### src/rtl/wpb_pkg.sv
// Package: shared helpers for the pack/unpack buffer.
// Assumes widths are positive and the larger is an exact multiple of the smaller.
package wpb_pkg;

    typedef enum logic [1:0] {
        MODE_PASS   = 2'd0,
        MODE_PACK   = 2'd1,
        MODE_UNPACK = 2'd2
    } wpb_mode_e;

    // Larger of two widths.
    function automatic int wide_of(input int a, input int b);
        return (a > b) ? a : b;
    endfunction

    // Smaller of two widths.
    function automatic int narrow_of(input int a, input int b);
        return (a > b) ? b : a;
    endfunction

    // Mode chosen purely from the width relation.
    function automatic wpb_mode_e mode_of(input int in_w, input int out_w);
        if (in_w < out_w) return MODE_PACK;
        if (in_w > out_w) return MODE_UNPACK;
        return MODE_PASS;
    endfunction

    // Bits needed to count 0..ratio.
    function automatic int fill_bits(input int in_w, input int out_w);
        return $clog2(wide_of(in_w, out_w) / narrow_of(in_w, out_w) + 1);
    endfunction

endpackage

### src/rtl/wpb_pack_path.sv
// Module: gathers RATIO narrow input words into one wide output word.
// Assumes OUT_W == RATIO*IN_W. Slice 0 is the least significant slice. No write
// is accepted while a complete word is held, including the pop cycle.
module wpb_pack_path #(
    parameter int IN_W   = 8,
    parameter int OUT_W  = 32,
    parameter int RATIO  = 4,
    parameter int FILL_W = 3
) (
    input  logic              clk,
    input  logic              rst_n,
    input  logic              flush,
    input  logic              in_valid,
    input  logic [IN_W-1:0]   in_data,
    output logic              in_ready,
    output logic              out_valid,
    output logic [OUT_W-1:0]  out_data,
    input  logic              out_ready,
    output logic [FILL_W-1:0] fill_level
);

    localparam logic [FILL_W-1:0] FULL_CNT = FILL_W'(RATIO);

    logic [OUT_W-1:0]  acc_q;
    logic [FILL_W-1:0] cnt_q;
    logic              full;
    logic              take;
    logic              pop;

    // Handshake decode from the slice counter.
    always_comb begin
        full = (cnt_q == FULL_CNT);
        take = in_valid && !full;
        pop  = full && out_ready;
    end

    // Accumulate slices; flush and pop clear everything.
    always_ff @(posedge clk) begin
        if (!rst_n || flush) begin
            acc_q <= '0;
            cnt_q <= '0;
        end else if (pop) begin
            acc_q <= '0;
            cnt_q <= '0;
        end else if (take) begin
            for (int k = 0; k < RATIO; k++) begin
                if (cnt_q == FILL_W'(k)) acc_q[k*IN_W +: IN_W] <= in_data;
            end
            cnt_q <= cnt_q + 1'b1;
        end
    end

    // Port outputs.
    always_comb begin
        in_ready   = !full;
        out_valid  = full;
        out_data   = acc_q;
        fill_level = cnt_q;
    end

endmodule

### src/rtl/wpb_unpack_path.sv
// Module: splits one wide input word into RATIO narrow output words.
// Assumes IN_W == RATIO*OUT_W. The least significant slice leaves first. A new
// word is accepted only once the buffer is fully drained.
module wpb_unpack_path #(
    parameter int IN_W   = 32,
    parameter int OUT_W  = 8,
    parameter int RATIO  = 4,
    parameter int FILL_W = 3
) (
    input  logic              clk,
    input  logic              rst_n,
    input  logic              flush,
    input  logic              in_valid,
    input  logic [IN_W-1:0]   in_data,
    output logic              in_ready,
    output logic              out_valid,
    output logic [OUT_W-1:0]  out_data,
    input  logic              out_ready,
    output logic [FILL_W-1:0] fill_level
);

    logic [IN_W-1:0]   shreg_q;
    logic [FILL_W-1:0] left_q;
    logic              empty;
    logic              take;
    logic              pop;

    // Handshake decode from the remaining-slice counter.
    always_comb begin
        empty = (left_q == '0);
        take  = in_valid && empty;
        pop   = !empty && out_ready;
    end

    // Load a wide word, then shift one slice out per pop.
    always_ff @(posedge clk) begin
        if (!rst_n || flush) begin
            shreg_q <= '0;
            left_q  <= '0;
        end else if (take) begin
            shreg_q <= in_data;
            left_q  <= FILL_W'(RATIO);
        end else if (pop) begin
            shreg_q <= shreg_q >> OUT_W;
            left_q  <= left_q - 1'b1;
        end
    end

    // Port outputs.
    always_comb begin
        in_ready   = empty;
        out_valid  = !empty;
        out_data   = shreg_q[OUT_W-1:0];
        fill_level = left_q;
    end

endmodule

### src/rtl/wpb_pass_path.sv
// Module: one-entry FIFO used when input and output widths match.
// Assumes IN_W == OUT_W and FILL_W >= 1.
module wpb_pass_path #(
    parameter int W      = 16,
    parameter int FILL_W = 1
) (
    input  logic              clk,
    input  logic              rst_n,
    input  logic              flush,
    input  logic              in_valid,
    input  logic [W-1:0]      in_data,
    output logic              in_ready,
    output logic              out_valid,
    output logic [W-1:0]      out_data,
    input  logic              out_ready,
    output logic [FILL_W-1:0] fill_level
);

    logic [W-1:0] data_q;
    logic         full_q;

    // Hold one word until popped.
    always_ff @(posedge clk) begin
        if (!rst_n || flush) begin
            data_q <= '0;
            full_q <= 1'b0;
        end else if (full_q && out_ready) begin
            data_q <= '0;
            full_q <= 1'b0;
        end else if (!full_q && in_valid) begin
            data_q <= in_data;
            full_q <= 1'b1;
        end
    end

    // Port outputs.
    always_comb begin
        in_ready   = !full_q;
        out_valid  = full_q;
        out_data   = data_q;
        fill_level = FILL_W'(full_q);
    end

endmodule

### src/rtl/width_pack_buffer.sv
// Module: width-converting buffer. Selects pack, unpack or one-entry mode from
// the width parameters. Assumes the wider width is an exact multiple of the
// narrower one. Reset is synchronous and active low; flush is a synchronous clear.
module width_pack_buffer
    import wpb_pkg::*;
#(
    parameter  int IN_W   = 8,
    parameter  int OUT_W  = 32,
    localparam int FILL_W = fill_bits(IN_W, OUT_W)
) (
    input  logic              clk,
    input  logic              rst_n,
    input  logic              flush,
    input  logic              in_valid,
    input  logic [IN_W-1:0]   in_data,
    output logic              in_ready,
    output logic              out_valid,
    output logic [OUT_W-1:0]  out_data,
    input  logic              out_ready,
    output logic [FILL_W-1:0] fill_level
);

    localparam int        WIDE_W   = wide_of(IN_W, OUT_W);
    localparam int        NARROW_W = narrow_of(IN_W, OUT_W);
    localparam int        RATIO    = WIDE_W / NARROW_W;
    localparam wpb_mode_e MODE     = mode_of(IN_W, OUT_W);

    // Pick the datapath variant that matches the width relation.
    if (MODE == MODE_PACK) begin : g_pack
        wpb_pack_path #(
            .IN_W(IN_W), .OUT_W(OUT_W), .RATIO(RATIO), .FILL_W(FILL_W)
        ) u_path (
            .clk(clk), .rst_n(rst_n), .flush(flush),
            .in_valid(in_valid), .in_data(in_data), .in_ready(in_ready),
            .out_valid(out_valid), .out_data(out_data), .out_ready(out_ready),
            .fill_level(fill_level)
        );
    end else if (MODE == MODE_UNPACK) begin : g_unpack
        wpb_unpack_path #(
            .IN_W(IN_W), .OUT_W(OUT_W), .RATIO(RATIO), .FILL_W(FILL_W)
        ) u_path (
            .clk(clk), .rst_n(rst_n), .flush(flush),
            .in_valid(in_valid), .in_data(in_data), .in_ready(in_ready),
            .out_valid(out_valid), .out_data(out_data), .out_ready(out_ready),
            .fill_level(fill_level)
        );
    end else begin : g_pass
        wpb_pass_path #(
            .W(IN_W), .FILL_W(FILL_W)
        ) u_path (
            .clk(clk), .rst_n(rst_n), .flush(flush),
            .in_valid(in_valid), .in_data(in_data), .in_ready(in_ready),
            .out_valid(out_valid), .out_data(out_data), .out_ready(out_ready),
            .fill_level(fill_level)
        );
    end

endmodule

### config.mk
export PLATFORM = sky130hd
export DESIGN_NAME = width_pack_buffer
export DESIGN_NICKNAME = d
export VERILOG_FILES = /design/src/rtl/wpb_pkg.sv /design/src/rtl/wpb_pack_path.sv /design/src/rtl/wpb_unpack_path.sv /design/src/rtl/wpb_pass_path.sv /design/src/rtl/width_pack_buffer.sv
export SDC_FILE = /design/constraint.sdc
export NUM_CORES = 1
export LEC_CHECK = 0
export CAP_MARGIN = 5
export CORE_MARGIN = 2
export CORE_UTILIZATION = 60
export CTS_CLUSTER_SIZE = 10
export DETAILED_ROUTE_END_ITERATION = 12
export DONT_BUFFER_PORTS = 1
export GPL_ROUTABILITY_DRIVEN = 0
export MAX_ROUTING_LAYER = met4
export PLACE_DENSITY_LB_ADDON = 0.25
export SKIP_LAST_GASP = 1
export SYNTH_ARGS = -nofsm -noshare
export SYNTH_HDL_FRONTEND = slang
export SYNTH_SLANG_ARGS = --single-unit
### constraint.sdc
create_clock -name clk -period 1.6 [get_ports clk]
set_input_delay 0.32 -clock clk [delete_from_list [all_inputs] [get_ports clk]]
set_output_delay 0.32 -clock clk [all_outputs]
set_load 0.05 [all_outputs]
# Word-level counts from Yosys, hierarchy flattened
# Index checks and enable logic that the tools add are counted.
# word_totals
register_bits	35
in_bits	13
# op_classes
add_sub_neg	1
n_eq_ne	4
n_reduce_logical	11
# op_table
operator	count
2-bit AND reduction	4
3-bit by 2-bit == test with 1-bit output, second input constant	2
3-bit by 1-bit adder with 3-bit output, second input constant	1
3-bit by 1-bit == test with 1-bit output, second input constant	1
3-bit == test, second input constant	1
3-bit zero test	1
1-bit logical AND	2
1-bit zero test	2
2-bit OR reduction	1
1-bit logical OR	1

# Logic depth before layout (Yosys ltp)
# depth
ltp_word	4
depth_mapped	7
depth_no_buf	5

# Least setup slack after synthesis
# Ideal clock, no wire load.
# synth_path
kind	register to output
from	register g_pack.u_path.cnt_q[0] (netlist: g_pack.u_path.fill_level[0])
to	output out_valid
arrival_time_ns	1.872
required_ns	1.280
slack_ns	-0.592
stages_incl_launch_ff	5
path_buffers	0
cell_sequence	dfxtp_1 > inv_1 > ha_1 > nand2_1 > inv_1
# synth_between
elab_chain_len	1
# synth_rtl
item	line_no	rtl
start: declaration	wpb_pack_path.sv:25	logic [FILL_W-1:0] cnt_q;
start signal: assignment	wpb_pack_path.sv:49	cnt_q <= cnt_q + 1'b1;
3-bit == test	wpb_pack_path.sv:32	full = (cnt_q == FULL_CNT);
end: declaration	width_pack_buffer.sv:17	output logic out_valid,
# No other way between the ends.

# Worst setup path after layout
# layout_path
from	register g_pack.u_path.cnt_q[1] (netlist: g_pack.u_path.fill_level[1])
to	output out_valid
# The elaborated chain is that of the path after synthesis.

==> metrics <==
Avg Synthesized Cell Area=between 10 and 15 um2; final hold vios=0; crit path launch type=flop; Post-Syn Nets=160; ANT nets after route=0; HP Class=input port to flop; max cap viols=0; Die Y=53.0 um; share of cells above drive strength 1=0.201; RSZ-0062 raised after global routing=yes; Antenna diodes=0; number of global-route vias before repair=1049; Remaining DRCs=0; Routed WL per cell=around 17 um; CP Capture Type=output pin; Initial DRT Pass Iterations=4; Filler Cells Inserted=181; Mapped Cells=142; Crit Path Category=flop to output pin; worst reg2reg setup slack=0.11 ns; initial antenna violation count=0; largest net degree at the start of global routing=19; outcome=complete, no violations; #FFs+latches synth=35; Worst EP required=1.28 ns; final worst setup slack=approximately 0.056 ns; TritonCTS clock tree=yes; Most Crowded Layer GR=met2; final-stage net count=171; WP data arrival=1.22 ns; Critical path origin=g_pack.u_path.fill_level[1]; Routed WL=3.01 mm; GR Util met1=0.243; die area=2800 um2; Area growth, synth to finish=13.4%; Max Freq=648 MHz; # setup viols final=0; Root Buffer=clkbuf_4; Slew HR=0.635; maximum vdd drop=approximately 0.83 mV; count of pins over their slew limit=0; clock sinks=35; CP max FO=3; Clock Latency Late Sink=roughly 0.33 ns; pwr/cell area=979 nW/um2; RR Endpoint=g_pack.u_path.out_data[27]; Seq/Total Area, Yosys=0.487; Worst-path clk slew=0.10 ns; routed vias=a little over 1000; Setup Skew=0.00764 ns; leak pwr=0.734 nW; first-pass GRT wire length=4.48 mm; GRT Overall Usage=0.237; Distinct cells, synth=18; dpl cells=171; vias per inst=5.67; Port Buffers=0; Worst-Margin Slew=about 0.55 ns; Yosys Warn Count=0; CORE AREA=2230 um2; Hold-fix buffers, CTS=0; Clock Path Buffers=2; Initial Utilization=0.644; CTS buffer count=5; H-tree depth=2; total gr overflow=0; min cycle time layout=~1.5 ns; Die W=53.0 um; Worst R2R Path Depth=6; GR Layer Usage met2=0.396; Finished Layout Cells=between 150 and 200; Worst R2R Start=g_pack.u_path.fill_level[0]; met3 usage=0.110; Iter 0 DRT Violations=13; CP endpoint=out_valid; Ports=50; Mapped Area=1440 um2; dpl hpwl=around 2.1 mm; Placement Setup Slack=0.113 ns; crit share post-route=0.965; row count=17
[area by class of cell]
class | count | area, um2 | area share
Inverter | 5 | 27.5 | 0.0169
Timing Repair Buffer | 13 | 135 | 0.0829
Clock buffer | 8 | 68.8 | 0.0422
Tap cell | 28 | 35.0 | 0.0215
Multi-Input combinational cell | 93 | 654 | 0.401
Sequential cell | 35 | 709 | 0.435
[how the worst min path moves through the flow]
| stage | startpoint | to | cells past startpoint |
|---|---|---|---|
| after global routing | in_valid | g_pack.u_path.fill_level[2] | 1 |
| final | in_valid | g_pack.u_path.fill_level[2] | 1 |
| after floorplan | in_valid | g_pack.u_path.fill_level[2] | 1 |
| after CTS | in_valid | g_pack.u_path.fill_level[2] | 1 |
| after detailed placement | in_valid | g_pack.u_path.fill_level[2] | 1 |
| after global placement | in_valid | g_pack.u_path.fill_level[2] | 1 |
[cells in the final DEF, fill, tap and decap left out, drive strengths merged]
master    instances
a21oi            10
a21boi            1
mux2i            24
clkinvlp          1
nand3b            4
ha                5
o21ai             8
nor2             25
dfxtp            35
a21bo             1
inv               4
nand2             5
nand3             9
clkbuf            8
buf              13
a311oi            1
[metrics by stage]
step | total power [mW] | hold WS, ns | util | TNS, ns | instance area (um2)
final | 1.60 | 0.0857 | 0.730 | 0 | 1630
after global routing | 1.67 | 0.0558 | 0.730 | -0.00546 | 1630
after CTS | 1.61 | 0.0739 | 0.724 | 0 | 1620
after detailed placement | 1.07 | 0.441 | 0.681 | 0 | 1520
after global placement | 1.07 | 0.428 | 0.681 | 0 | 1520
after floorplan | 1.04 | 0.427 | - | -0.0346 | 1460
[repair_timing]
action | 4_1_cts | 5_1_grt
buffers inserted | 2 | 1
resized for setup | 2 | 4
endpoints found under the setup margin | 2 | 3
pin swaps | 1 | 1
[sequential cells by signal, summed over array words and instances, names as in the netlist]
name / flops
g_pack.u_path.out_data: 32
g_pack.u_path.fill_level: 3
[worst max-delay path, cell delays in order, from the launching register on]
cell and delay (ns):
dfxtp_4 0.38, inv_4 0.04, ha_4 0.15, nand2_4 0.08
clkinvlp_4 0.24
[routing by layer]
layer | wire (um) | share of wire
met5 | 0 | 0
met4 | 24 | 0.0080
met3 | 254 | 0.084
met2 | 1540 | 0.51
met1 | 1190 | 0.40
[power breakdown]
part / internal, mW / total [mW] / switching, mW
combinational: 0.0634 / 0.143 / 0.0794
clock: 0.259 / 0.534 / 0.276
sequential: 0.880 / 0.920 / 0.0401
[synth_stat cells]
cell      number  share of area
a21bo_1        1         0.0070
a21boi_4       1          0.013
a21oi_1       10          0.035
a311oi_1       1         0.0061
buf_2          1         0.0035
buf_4          3          0.016
buf_6          5          0.039
dfxtp_1       35           0.49
ha_1           5          0.044
inv_1          5          0.013
mux2i_1       24           0.17
nand2_1        5          0.013
nand3_1        9          0.031
nand3b_1       3          0.016
nand3b_4       1          0.014
nor2_1        25          0.065
o21ai_1        7          0.024
o21ai_2        1         0.0061
[cell families after synthesis]
kind of cell               after synthesis  share of synthesized area
DFF                                     35                      0.487
AOI/OAI and AO/OA                       21                     0.0914
buffers and inverters                   14                     0.0714
adders and majority gates                5                     0.0435
muxes                                   24                      0.167
and+or+nand+nor                         43                      0.139
Power figures use the tool's default switching activity.
